<file path="config.mk">
export PLATFORM = sky130hd
export DESIGN_NAME = serial_rx_hs
export DESIGN_NICKNAME = d
export VERILOG_FILES = /design/src/rtl/serial_rx_pkg.sv /design/src/rtl/serial_rx_sync.sv /design/src/rtl/serial_rx_timer.sv /design/src/rtl/serial_rx_shift.sv /design/src/rtl/serial_rx_ctrl.sv /design/src/rtl/serial_rx_hs.sv
export SDC_FILE = /design/constraint.sdc
export NUM_CORES = 1
export LEC_CHECK = 0
export BUFFER_PORTS_ARGS = -buffer_cell sky130_fd_sc_hd__buf_2
export CORE_UTILIZATION = 45
export DETAILED_ROUTE_END_ITERATION = 6
export GPL_TIMING_DRIVEN = 0
export PLACE_DENSITY = 0.66
export SETUP_SLACK_MARGIN = 0.15
export SLEW_MARGIN = 20
export SYNTH_ARGS = -nofsm -noshare
export SYNTH_HDL_FRONTEND = slang
export SYNTH_SLANG_ARGS = --single-unit
export TNS_END_PERCENT = 100
</file>
<file path="constraint.sdc">
create_clock -name clk_i -period 1.5 [get_ports clk_i]
set_input_delay 0.15 -clock clk_i [delete_from_list [all_inputs] [get_ports clk_i]]
set_output_delay 0.15 -clock clk_i [all_outputs]
set_load 0.03 [all_outputs]
</file>
<file path="src/rtl/serial_rx_pkg.sv">
package serial_rx_pkg;
  typedef enum logic [2:0] {
    ST_IDLE,
    ST_START,
    ST_DATA,
    ST_STOP,
    ST_REQ,
    ST_WAIT
  } rx_state_e;
endpackage

</file>
<file path="src/rtl/serial_rx_sync.sv">
module serial_rx_sync #(
  parameter int STAGES = 2
) (
  input  logic clk_i,
  input  logic rst_ni,
  input  logic d_i,
  output logic q_o
);
  logic [STAGES-1:0] ff_q;

  generate
    if (STAGES == 1) begin : g_one
      always_ff @(posedge clk_i or negedge rst_ni) begin
        if (!rst_ni) ff_q <= '1;
        else         ff_q <= d_i;
      end
    end else begin : g_chain
      always_ff @(posedge clk_i or negedge rst_ni) begin
        if (!rst_ni) ff_q <= '1;
        else         ff_q <= {ff_q[STAGES-2:0], d_i};
      end
    end
  endgenerate

  assign q_o = ff_q[STAGES-1];
endmodule

</file>
<file path="src/rtl/serial_rx_timer.sv">
module serial_rx_timer #(
  parameter int OVERSAMPLE = 8
) (
  input  logic clk_i,
  input  logic rst_ni,
  input  logic clr_i,
  input  logic load_half_i,
  input  logic load_full_i,
  output logic tick_o
);
  localparam int CNT_W = (OVERSAMPLE > 2) ? $clog2(OVERSAMPLE) : 1;
  localparam int HALF  = OVERSAMPLE / 2;

  logic [CNT_W-1:0] cnt_q;

  always_ff @(posedge clk_i or negedge rst_ni) begin
    if (!rst_ni)          cnt_q <= '0;
    else if (clr_i)       cnt_q <= '0;
    else if (load_half_i) cnt_q <= CNT_W'(HALF - 1);
    else if (load_full_i) cnt_q <= CNT_W'(OVERSAMPLE - 1);
    else if (cnt_q != '0) cnt_q <= cnt_q - 1'b1;
  end

  assign tick_o = (cnt_q == '0);

  // a full reload must give a gap of the whole bit before the next tick
  a_r3_full_gap: assert property (@(posedge clk_i) disable iff (!rst_ni)
    (load_full_i && !clr_i && !load_half_i) |=> !tick_o);
endmodule

</file>
<file path="src/rtl/serial_rx_shift.sv">
module serial_rx_shift #(
  parameter int DATA_W = 8
) (
  input  logic              clk_i,
  input  logic              rst_ni,
  input  logic              clr_i,
  input  logic              shift_i,
  input  logic              bit_i,
  input  logic              commit_i,
  output logic [DATA_W-1:0] data_o
);
  logic [DATA_W-1:0] sreg_q;
  logic [DATA_W-1:0] out_q;

  // lsb arrives first: insert at the top, shift toward bit 0
  always_ff @(posedge clk_i or negedge rst_ni) begin
    if (!rst_ni)      sreg_q <= '0;
    else if (clr_i)   sreg_q <= '0;
    else if (shift_i) sreg_q <= {bit_i, sreg_q[DATA_W-1:1]};
  end

  always_ff @(posedge clk_i or negedge rst_ni) begin
    if (!rst_ni)       out_q <= '0;
    else if (clr_i)    out_q <= '0;
    else if (commit_i) out_q <= sreg_q;
  end

  assign data_o = out_q;

  // output only moves on commit or clear
  a_r6_out_only_commit: assert property (@(posedge clk_i) disable iff (!rst_ni)
    (!commit_i && !clr_i) |=> $stable(data_o));
endmodule

</file>
<file path="src/rtl/serial_rx_ctrl.sv">
module serial_rx_ctrl
  import serial_rx_pkg::*;
#(
  parameter int DATA_W = 8
) (
  input  logic clk_i,
  input  logic rst_ni,
  input  logic clr_i,
  input  logic rx_s_i,
  input  logic tick_i,
  input  logic ack_i,
  output logic load_half_o,
  output logic load_full_o,
  output logic shift_o,
  output logic commit_o,
  output logic req_o,
  output logic frame_err_o
);
  localparam int BC_W = (DATA_W > 2) ? $clog2(DATA_W) : 1;

  rx_state_e       state_q, state_d;
  logic [BC_W-1:0] bcnt_q, bcnt_d;
  logic            prev_q;
  logic            ferr_q, ferr_d;
  logic            fall;

  assign fall = prev_q && !rx_s_i;

  always_comb begin
    state_d     = state_q;
    bcnt_d      = bcnt_q;
    ferr_d      = 1'b0;
    load_half_o = 1'b0;
    load_full_o = 1'b0;
    shift_o     = 1'b0;
    commit_o    = 1'b0;
    unique case (state_q)
      ST_IDLE: if (fall) begin
        state_d     = ST_START;
        load_half_o = 1'b1;
      end
      ST_START: if (tick_i) begin
        if (rx_s_i) state_d = ST_IDLE;  // glitch
        else begin
          state_d     = ST_DATA;
          bcnt_d      = '0;
          load_full_o = 1'b1;
        end
      end
      ST_DATA: if (tick_i) begin
        shift_o     = 1'b1;
        load_full_o = 1'b1;
        if (bcnt_q == BC_W'(DATA_W - 1)) state_d = ST_STOP;
        else                            bcnt_d  = bcnt_q + 1'b1;
      end
      ST_STOP: if (tick_i) begin
        if (rx_s_i) begin
          state_d  = ST_REQ;
          commit_o = 1'b1;
        end else begin
          state_d = ST_IDLE;
          ferr_d  = 1'b1;
        end
      end
      ST_REQ:  if (ack_i)  state_d = ST_WAIT;
      ST_WAIT: if (!ack_i) state_d = ST_IDLE;
      default: state_d = ST_IDLE;
    endcase
  end

  always_ff @(posedge clk_i or negedge rst_ni) begin
    if (!rst_ni) begin
      state_q <= ST_IDLE;
      bcnt_q  <= '0;
      prev_q  <= 1'b1;
      ferr_q  <= 1'b0;
    end else if (clr_i) begin
      state_q <= ST_IDLE;
      bcnt_q  <= '0;
      prev_q  <= rx_s_i;
      ferr_q  <= 1'b0;
    end else begin
      state_q <= state_d;
      bcnt_q  <= bcnt_d;
      prev_q  <= rx_s_i;
      ferr_q  <= ferr_d;
    end
  end

  assign req_o       = (state_q == ST_REQ);
  assign frame_err_o = ferr_q;

  a_r7_req_drop: assert property (@(posedge clk_i) disable iff (!rst_ni)
    (req_o && ack_i) |=> !req_o);

  a_r8_hold_off: assert property (@(posedge clk_i) disable iff (!rst_ni)
    (state_q == ST_WAIT && ack_i && !clr_i) |=> (state_q == ST_WAIT && !req_o));

  a_r6_err_pulse: assert property (@(posedge clk_i) disable iff (!rst_ni)
    frame_err_o |=> !frame_err_o);

  a_r6_err_no_req: assert property (@(posedge clk_i) disable iff (!rst_ni)
    frame_err_o |-> !req_o);
endmodule

</file>
<file path="src/rtl/serial_rx_hs.sv">
module serial_rx_hs #(
  parameter int DATA_W      = 8,
  parameter int OVERSAMPLE  = 8,
  parameter int SYNC_STAGES = 2
) (
  input  logic              clk_i,
  input  logic              rst_ni,
  input  logic              clr_i,
  input  logic              rx_i,
  input  logic              ack_i,
  output logic              req_o,
  output logic [DATA_W-1:0] data_o,
  output logic              frame_err_o
);
  logic rx_s, tick, load_half, load_full, shift, commit;

  serial_rx_sync #(.STAGES(SYNC_STAGES)) u_sync (
    .clk_i (clk_i),
    .rst_ni(rst_ni),
    .d_i   (rx_i),
    .q_o   (rx_s)
  );

  serial_rx_timer #(.OVERSAMPLE(OVERSAMPLE)) u_timer (
    .clk_i      (clk_i),
    .rst_ni     (rst_ni),
    .clr_i      (clr_i),
    .load_half_i(load_half),
    .load_full_i(load_full),
    .tick_o     (tick)
  );

  serial_rx_shift #(.DATA_W(DATA_W)) u_shift (
    .clk_i   (clk_i),
    .rst_ni  (rst_ni),
    .clr_i   (clr_i),
    .shift_i (shift),
    .bit_i   (rx_s),
    .commit_i(commit),
    .data_o  (data_o)
  );

  serial_rx_ctrl #(.DATA_W(DATA_W)) u_ctrl (
    .clk_i      (clk_i),
    .rst_ni     (rst_ni),
    .clr_i      (clr_i),
    .rx_s_i     (rx_s),
    .tick_i     (tick),
    .ack_i      (ack_i),
    .load_half_o(load_half),
    .load_full_o(load_full),
    .shift_o    (shift),
    .commit_o   (commit),
    .req_o      (req_o),
    .frame_err_o(frame_err_o)
  );

  a_r9_data_hold: assert property (@(posedge clk_i) disable iff (!rst_ni)
    req_o |=> (!req_o || $stable(data_o)));

  a_r10_clear: assert property (@(posedge clk_i) disable iff (!rst_ni)
    clr_i |=> (!req_o && !frame_err_o && data_o == '0));
endmodule

</file>
==> results of run 1 <==
## stage by stage
stage,cells,hold WS [ns],worst slack [ns],TNS [ns],util [%]
after CTS,216,0.3173,-0.1251,-1.181,64.02
after floorplan,130,-0.1456,-0.1044,-1.473,-
after global placement,187,0.1947,-0.3290,-4.447,52.05
after global routing,217,0.3560,-0.2042,-2.866,66.43
after detailed placement,187,0.2072,-0.3448,-5.215,52.05
final,217,0.3383,-0.1445,-1.210,66.43
## worst max-delay path by stage
| stage | start | to | slack [ns] | cells past startpoint |
|---|---|---|---|---|
| global placement | u_ctrl.bcnt_q[0]$_DFFE_PN0P_ | u_ctrl.state_q[0]$_DFFE_PN0P_ | -0.33 | 5 |
| finish | u_timer.cnt_q[0]$_DFFE_PN0P_ | u_ctrl.state_q[2]$_DFFE_PN0P_ | -0.14 | 6 |
| global route | u_timer.cnt_q[0]$_DFFE_PN0P_ | u_ctrl.state_q[2]$_DFFE_PN0P_ | -0.20 | 6 |
| CTS | u_timer.cnt_q[0]$_DFFE_PN0P_ | u_ctrl.state_q[2]$_DFFE_PN0P_ | -0.13 | 6 |
| detailed placement | u_timer.cnt_q[0]$_DFFE_PN0P_ | u_shift.data_o[3]$_DFFE_PN0P_ | -0.34 | 7 |
| floorplan | u_timer.cnt_q[1]$_DFFE_PN0P_ | u_shift.data_o[0]$_DFFE_PN0P_ | -0.10 | 7 |
## worst max-delay path: cells and delay by family, from the launching register on
kind / cells / cell delay (ns)
AO/OA/AOI/OAI: 2 / 0.22
flip-flops: 1 / 0.40
adder cells (fa/ha/maj): 1 / 0.14
AND/OR/NAND/NOR: 2 / 0.68
buffers and inverters: 1 / 0.09
## flip-flops by register name, summed over array words and instances (netlist names)
signal / cells
u_ctrl.bcnt_q: 3
u_sync.ff_q: 2
u_shift.data_o: 8
u_ctrl.state_q: 3
u_timer.cnt_q: 3
u_ctrl.frame_err_o: 1
u_ctrl.prev_q: 1
u_shift.sreg_q: 8
## logic make-up after synthesis
group	share of synthesized area [%]
fa+ha+maj	3.445
xor+xnor	0.6030
compound gates	9.302
mux	12.32
buf+inv	4.220
flops	50.22
simple gates	19.90
## timing repair
item	in CTS	in global routing
setup endpoints to repair	26	26
hold endpoints to repair	27	0
resized for setup	26	14
pin swaps	12	8
hold buffers	2	0
setup buffers	19	1
## power by group through the flow
stage / registers (µW) / logic, µW / clock network (µW)
3_3_place_gp: 923 / 798 / 0
3_5_place_dp: 926 / 827 / 0
5_1_grt: 940 / 1540 / 529
6_report: 931 / 1440 / 482
2_1_floorplan: 916 / 676 / 0
4_1_cts: 928 / 1260 / 501
## routing by layer
| metal | part of all wire [%] | vias to the layer above | global-route usage, % |
|---|---|---|---|
| met2 | 52 | 20 | 37.34 |
| met3 | 3.2 | 7 | 4.835 |
| met5 | 0 | - | 0 |
| met4 | 1.5 | 0 | 8.844 |
| li1 | - | 537 | - |
| met1 | 43 | 578 | 26.58 |
## placed cells by master (no fill, tap or decap), drive strengths merged
cell type	synthesis	layout
nor3	5	5
o31ai	3	3
inv	5	5
nor3b	1	1
ha	4	4
nand4b	1	1
and2	1	1
o21ai	2	2
buf	5	37
clkbuf	2	11
a211oi	3	3
dfstp	3	3
mux2	7	7
and3	1	1
nor2b	9	9
a311o	1	1
nand3	2	2
mux2i	10	10
o211a	1	1
nor2	13	13
xnor2	1	1
o22ai	1	1
nand2b	4	4
a32o	1	1
dfrtp	26	26
dlygate4sd3	0	2
nand2	9	9
or3b	1	1
a2111oi	1	1
a21oi	3	3
nor4	3	3
or4	1	1
## layout make-up
type / count / share of cell area (%)
Multi-Input combinational cell: 89 / 41.95
Timing Repair Buffer: 35 / 12.71
Tap cell: 44 / 2.714
Buffer: 7 / 2.838
Clock buffer: 8 / 2.899
Inverter: 5 / 0.9254
Sequential cell: 29 / 35.97
## synth_stat cells (all sizes together)
library cell | number | area share, %
dfrtp | 26 | 45
nor2 | 13 | 3.5
mux2i | 10 | 6.9
nand2 | 9 | 2.3
nor2b | 9 | 3.9
mux2 | 7 | 5.4
buf | 5 | 2.4
inv | 5 | 1.3
nor3 | 5 | 2.8
ha | 4 | 3.4
nand2b | 4 | 2.2
a211oi | 3 | 1.9
a21oi | 3 | 1.3
dfstp | 3 | 5.4
nor4 | 3 | 1.3
o31ai | 3 | 1.9
clkbuf | 2 | 0.52
nand3 | 2 | 0.69
o21ai | 2 | 0.69
a2111oi | 1 | 1.0
a311o | 1 | 0.69
a32o | 1 | 0.69
and2 | 1 | 0.43
and3 | 1 | 0.43
nand4b | 1 | 0.60
nor3b | 1 | 0.52
o211a | 1 | 0.69
o22ai | 1 | 0.43
or3b | 1 | 0.60
or4 | 1 | 0.52
xnor2 | 1 | 0.60
==> impl_results.md, run 1 <==
- CTS Buffer Depth: 2
- Die ar.: 0.003459 mm²
- Maximum clock rate: 0.6081 GHz
- Worst EP arrival: 1.86 ns
- Worst path cell trace: inv_2 > ha_4 > nor2b_4 > o31ai_4 > or4_1 > o211a_1
- Clock Latency Late Sink: 0.32 ns
- Syn-to-layout area delta: 39.62%
- Violated checks: negative setup slack
- Row cnt: 20
- Reg2reg setup slack: -0.14 ns
- First-pass GRT wire length: 5416 µm
- Internal power: 1797 µW
- DP Wirelength: 1918 µm
- FF-to-FF Start: u_timer.cnt_q[0]$_DFFE_PN0P_
- Register area share after synthesis: 50.22%
- Clock tree from TritonCTS: yes
- H-tree depth: 2
- CTS clk-pin slew, worst paths: 0.08 ns
- Post-synth cell types: 41
- P_leak: 0.0009040 µW
- I/O pin total: 15
- Status: complete, but fails checks
- Max_slew headroom: 57.43%
- Max FO, Critical Path: 4
- Slew at the pin closest to its max-slew limit: 0.6385 ns
- RSZ-0062 raised after global routing: true
- Post-route DRC: 0
- IO buf count: 13
- Final worst slack: -0.1445 ns
- Mapped cell area: 0.001453 mm²
- Reg2reg path depth: 6
- PwrDens: 1404 mW/mm²
- Final slew viol count: 0
- Number of DRC markers in iteration 0: 41
- NetSw: 1051 µW
- Routed WL: 3336 µm
- Pin count of the biggest net entering global routing: 30
- Synth Register Bits: 29
- Hold EP: u_ctrl.state_q[2]$_DFFE_PN0P_
- ANT cells: 0
- Core area: 0.003053 mm²
- Worst hold stages: 4
- Overflow after GRT: 0
- Share of layout cells above drive strength 1: 48.55%
- Worst R2R End: u_ctrl.state_q[2]$_DFFE_PN0P_
- Antenna violations before repair: 0
- Mapped Cells: 130
- Fin crit share: 109.6%
- Final ANT Viol Nets: 0
- Final Total Pwr: 2848 µW
- Max Cap Viol: 0
- Synth Area per Inst: 11.17 µm²
- FF/Latch Area: 729.5 µm²
- Average vias per placed instance: 5.263
- Fin Clk Skew: 0.004818 ns
- Placed Area: 0.001589 mm²
- Max VDD drop: 0.6337 mV
- Worst Path Class, Setup: reg -> reg
- Final setup fails: 21
- CP required: 1.71 ns
- First drt pass iteration count: 4
- Via count of the first global-routing pass: 1160
- Reg power frac: 32.7%
- Final hold violations: 0
- Final min period: 1.644 ns
- Via count: 1142
- Syn_nets: 139
- Chip height: 58.82 µm
- Startpoint types: flop
- WL/cell: 15.37 µm
- Gpl congestion: 0.7617
- Hold Startpoint: ack_i
- Synth Warn #: 0
- Switching Share: 36.89%
- Root Buffer Master: clkbuf_4
- Crit-path slowest cell: or4_1
- CTS buffer count: 5
- Worst setup EP type: flop
- Hold Crit Class: in -> reg
- Clock share of power: 16.9%
- Max incr delay on CP: 0.51 ns
- Fin nets: 181
- Global Route Usage Sum: 21.80%
- Die W: 58.82 µm
- Multi-input logic area: 850.8 µm²
- Comb pwr share: 50.4%
- Design area: 0.002028 mm²
- Fillers: 244
- CTS sink cnt: 29
- Starting Density: 47.58%
Power figures use the tool's default switching activity.
==> inputs of run 2 (changes only) <==
- ABC_AREA: unset -> 1
==> impl_results.md, run 2 <==
- Synth Register Bits: 29 (unchanged)
- IO buf count: 14 (was 13)
- Via count of the first global-routing pass: 1370 (was 1160)
- Internal power: 1775 µW (was 1797 µW)
- Hold Crit Class: in -> reg (unchanged)
- Synth top cells by count: 37 x nand2_1, 28 x nand3_1, 26 x dfrtp_1 (was 26 x dfrtp_1, 12 x nor2_1, 10 x mux2i_1)
- XOR/XNOR share of the synthesized area: 0.5927% (was 0.6029%)
- Die ar.: 0.003517 mm² (was 0.003459 mm²)
- Via count: 1399 (was 1142)
- CTS Buffer Depth: 2 (unchanged)
- Max FO, Critical Path: 6 (was 4)
- Most frequent cell after synthesis: nand2_1 (was dfrtp_1)
- Gpl congestion: 0.8509 (was 0.7617)
- Worst R2R End: u_ctrl.state_q[2]$_DFFE_PN0P_ (unchanged)
- Mux cell area share after synthesis: 0% (was 12.32%)
- Max incr delay on CP: 0.49 ns (was 0.51 ns)
- H-tree depth: 2 (unchanged)
- Most frequent cells in the layout: 26 x nand2_1, 24 x nand3_1, 24 x dfrtp_1 (was 26 x dfrtp_1, 18 x buf_4, 12 x buf_2)
- Syn_nets: 189 (was 139)
- Post-route DRC: 0 (unchanged)
- WL/cell: 13.14 µm (was 15.37 µm)
- ANT cells: 0 (unchanged)
- Switching Share: 40.05% (was 36.89%)
- CP required: 1.35 ns (was 1.71 ns)
- Fin Clk Skew: 0.01570 ns (was 0.004818 ns)
- Crit-path slowest cell: dfrtp_2 (was or4_1)
- Mapped Cells: 180 (was 130)
- Mapped cell area: 0.001478 mm² (was 0.001453 mm²)
- Starting Density: 48.01% (was 47.58%)
- Final setup fails: 0 (was 21)
- Worst path cell trace: nor2_4 > nand2_1 > inv_2 > buf_6 (was inv_2 > ha_4 > nor2b_4 > o31ai_4 > or4_1 > o211a_1)
- Die W: 59.31 µm (was 58.82 µm)
- Root Buffer Master: clkbuf_4 (unchanged)
- Worst setup EP type: primary output (was flop)
- CTS buffer count: 5 (unchanged)
- Startpoint types: flop (unchanged)
- Most common cell after layout, fill and taps aside: nand2_1 (was dfrtp_1)
- Reg2reg path depth: 10 (was 6)
- First-pass GRT wire length: 5906 µm (was 5416 µm)
- DP Wirelength: 2162 µm (was 1918 µm)
- Maximum clock rate: 0.7094 GHz (was 0.6081 GHz)
- Ys async rst share: 100.0% (unchanged)
- First drt pass iteration count: 4 (unchanged)
- PwrDens: 1448 mW/mm² (was 1404 mW/mm²)
- Largest family of logic cells by synthesized area: simple AND/OR/NAND/NOR gates (unchanged)
- Reg power frac: 33.3% (was 32.7%)
- FF-to-FF Start: u_ctrl.state_q[1]$_DFFE_PN0P_ (was u_timer.cnt_q[0]$_DFFE_PN0P_)
- Chip height: 59.31 µm (was 58.82 µm)
- Syn-to-layout area delta: 38.36% (was 39.62%)
- Ranking of synthesized cells by area: dfrtp_1 44%, nand3_1 9.5%, nand2_1 9.4%, inv_1 5.8%, o21ai_0 5.4% (was dfrtp_1 45%, mux2i_1 6.9%, dfstp_2 5.4%, mux2_2 5.4%, nor2b_1 3.9%)
- Area leader, netlist: dfrtp_1 (unchanged)
- CTS clk-pin slew, worst paths: 0.10 ns (was 0.08 ns)
- NetSw: 1185 µW (was 1051 µW)
- Primary FF master, synth: dfrtp_1 (unchanged)
- Slew at the pin closest to its max-slew limit: 0.6348 ns (was 0.6385 ns)
- Post-synth top area share: 44.03% (was 44.79%)
- I/O pin total: 15 (unchanged)
- Placed instance count: 238 (was 187)
- Worst EP arrival: 1.26 ns (was 1.86 ns)
- P_leak: 0.0009955 µW (was 0.0009040 µW)
- Worst hold stages: 4 (unchanged)
- Max VDD drop: 0.7176 mV (was 0.6337 mV)
- Adder-Cell Fraction of Synth Area: 3.387% (was 3.445%)
- Simple-gate share of the synthesized area: 31.24% (was 19.90%)
- Cell Count, Final, Fillers Out: 270 (was 217)
- Overflow after GRT: 0 (unchanged)
- Reg2reg setup slack: 0.12 ns (was -0.14 ns)
- Final hold violations: 0 (unchanged)
- Clock Latency Late Sink: 0.34 ns (was 0.32 ns)
- Final slew viol count: 0 (unchanged)
- RSZ-0062 raised after global routing: true (unchanged)
- Hold EP: u_ctrl.frame_err_o$_DFF_PN0_ (was u_ctrl.state_q[2]$_DFFE_PN0P_)
- Hold Startpoint: clr_i (was ack_i)
- Clock share of power: 17.0% (was 16.9%)
- Global Route Usage Sum: 23.22% (was 21.80%)
- CTS sink cnt: 29 (unchanged)
- Comb pwr share: 49.7% (was 50.4%)
- Status: finished clean (was complete, but fails checks)
- Register area share after synthesis: 49.36% (was 50.22%)
- Synth Warn #: 0 (unchanged)
- Max_slew headroom: 57.68% (was 57.43%)
- Max Cap Viol: 0 (unchanged)
- Fin nets: 234 (was 181)
- Row cnt: 20 (unchanged)
- Hold Slack: 0.2023 ns (was 0.3383 ns)
- Final ANT Viol Nets: 0 (unchanged)
- Share of layout cells above drive strength 1: 42.92% (was 48.55%)
- Final min period: 1.410 ns (was 1.644 ns)
- Worst Path Class, Setup: reg -> out (was reg -> reg)
- Number of enable flip-flop cells after synthesis: 0 (unchanged)
- Synth Area per Inst: 8.209 µm² (was 11.17 µm²)
- Average vias per placed instance: 5.181 (was 5.263)
- Number of DRC markers in iteration 0: 55 (was 41)
- Antenna violations before repair: 0 (unchanged)
- Fin crit share: 93.97% (was 109.6%)
- Routed WL: 3548 µm (was 3336 µm)
- Pin count of the biggest net entering global routing: 30 (unchanged)
- Core area: 0.003078 mm² (was 0.003053 mm²)
- Post-synth cell types: 24 (was 41)
- Complex-gate fraction of the synthesized area: 6.943% (was 9.302%)
- Clock tree from TritonCTS: yes (unchanged)
==> run 2: worst max-delay path by stage <==
stage          cells after the start                          start  slack, ns                       endpoint
6_report                           4  u_ctrl.state_q[0]$_DFFE_PN0P_       0.09                          req_o
5_1_grt                            9   u_timer.cnt_q[0]$_DFFE_PN0P_       0.02   u_timer.cnt_q[0]$_DFFE_PN0P_
4_1_cts                            5  u_ctrl.state_q[1]$_DFFE_PN0P_       0.10                          req_o
3_5_place_dp                       8   u_timer.cnt_q[0]$_DFFE_PN0P_     -0.006  u_shift.sreg_q[2]$_DFFE_PN0P_
3_3_place_gp                       8   u_timer.cnt_q[0]$_DFFE_PN0P_       0.04  u_shift.sreg_q[4]$_DFFE_PN0P_
2_1_floorplan                      8   u_timer.cnt_q[0]$_DFFE_PN0P_       0.17  u_shift.sreg_q[1]$_DFFE_PN0P_
==> run 2: per-layer routing <==
layer	track usage, %	vias up	share of wire (%)
met5	0	-	0
met4	10.20	0	3.4
met3	7.205	13	3.3
met2	39.33	26	50
met1	26.86	683	43
li1	-	677	-
==> run 2: power by group through the flow <==
| stage | combinational [µW] | sequential [µW] | clock [µW] |
|---|---|---|---|
| after global placement | 796 | 973 | 0 |
| final | 1470 | 986 | 504 |
| after detailed placement | 827 | 982 | 0 |
| after CTS | 1190 | 979 | 513 |
| after global routing | 1610 | 995 | 547 |
| after floorplan | 664 | 961 | 0 |
==> run 2: logic make-up after synthesis <==
family | Yosys count
and+or+nand+nor | 97
DFF | 29
buffers and inverters | 29
AOI/OAI and AO/OA | 20
adders and majority gates | 4
xor gates and xnor gates | 1
==> run 2: what timing repair did <==
action,4_1_cts,5_1_grt
setup buffers,15,6
setup endpoints to repair,26,26
pin swaps,9,11
hold endpoints to repair,27,0
hold buffers,2,0
resized for setup,32,38
cloned,1,0
==> run 2: worst max-delay path: cells and delay by family (launching register included) <==
| kind | cells | cell delay, ns |
|---|---|---|
| buffers and inverters | 2 | 0.18 |
| flip-flops | 1 | 0.49 |
| AND/OR/NAND/NOR | 2 | 0.24 |
==> run 2: metrics by stage <==
step | TNS (ns) | utilization, % | setup WS, ns | area (µm²) | power (µW)
after floorplan | 0 | - | 0.1659 | 1480 | 1624
after global placement | 0 | 52.15 | 0.03796 | 1605 | 1769
after detailed placement | -0.01126 | 52.15 | -0.005764 | 1605 | 1809
after CTS | 0 | 61.26 | 0.1041 | 1886 | 2686
after global routing | 0 | 66.42 | 0.01974 | 2044 | 3146
final | 0 | 66.42 | 0.09039 | 2044 | 2960
==> run 2: final cells by class <==
class	count	area [µm²]
Inverter	25	93.84
Multi-Input combinational cell	122	793.3
Fill cell	250	1033
Buffer	4	31.28
Clock buffer	8	58.81
Tap cell	44	55.05
Timing Repair Buffer	38	280.3
Sequential cell	29	732.0
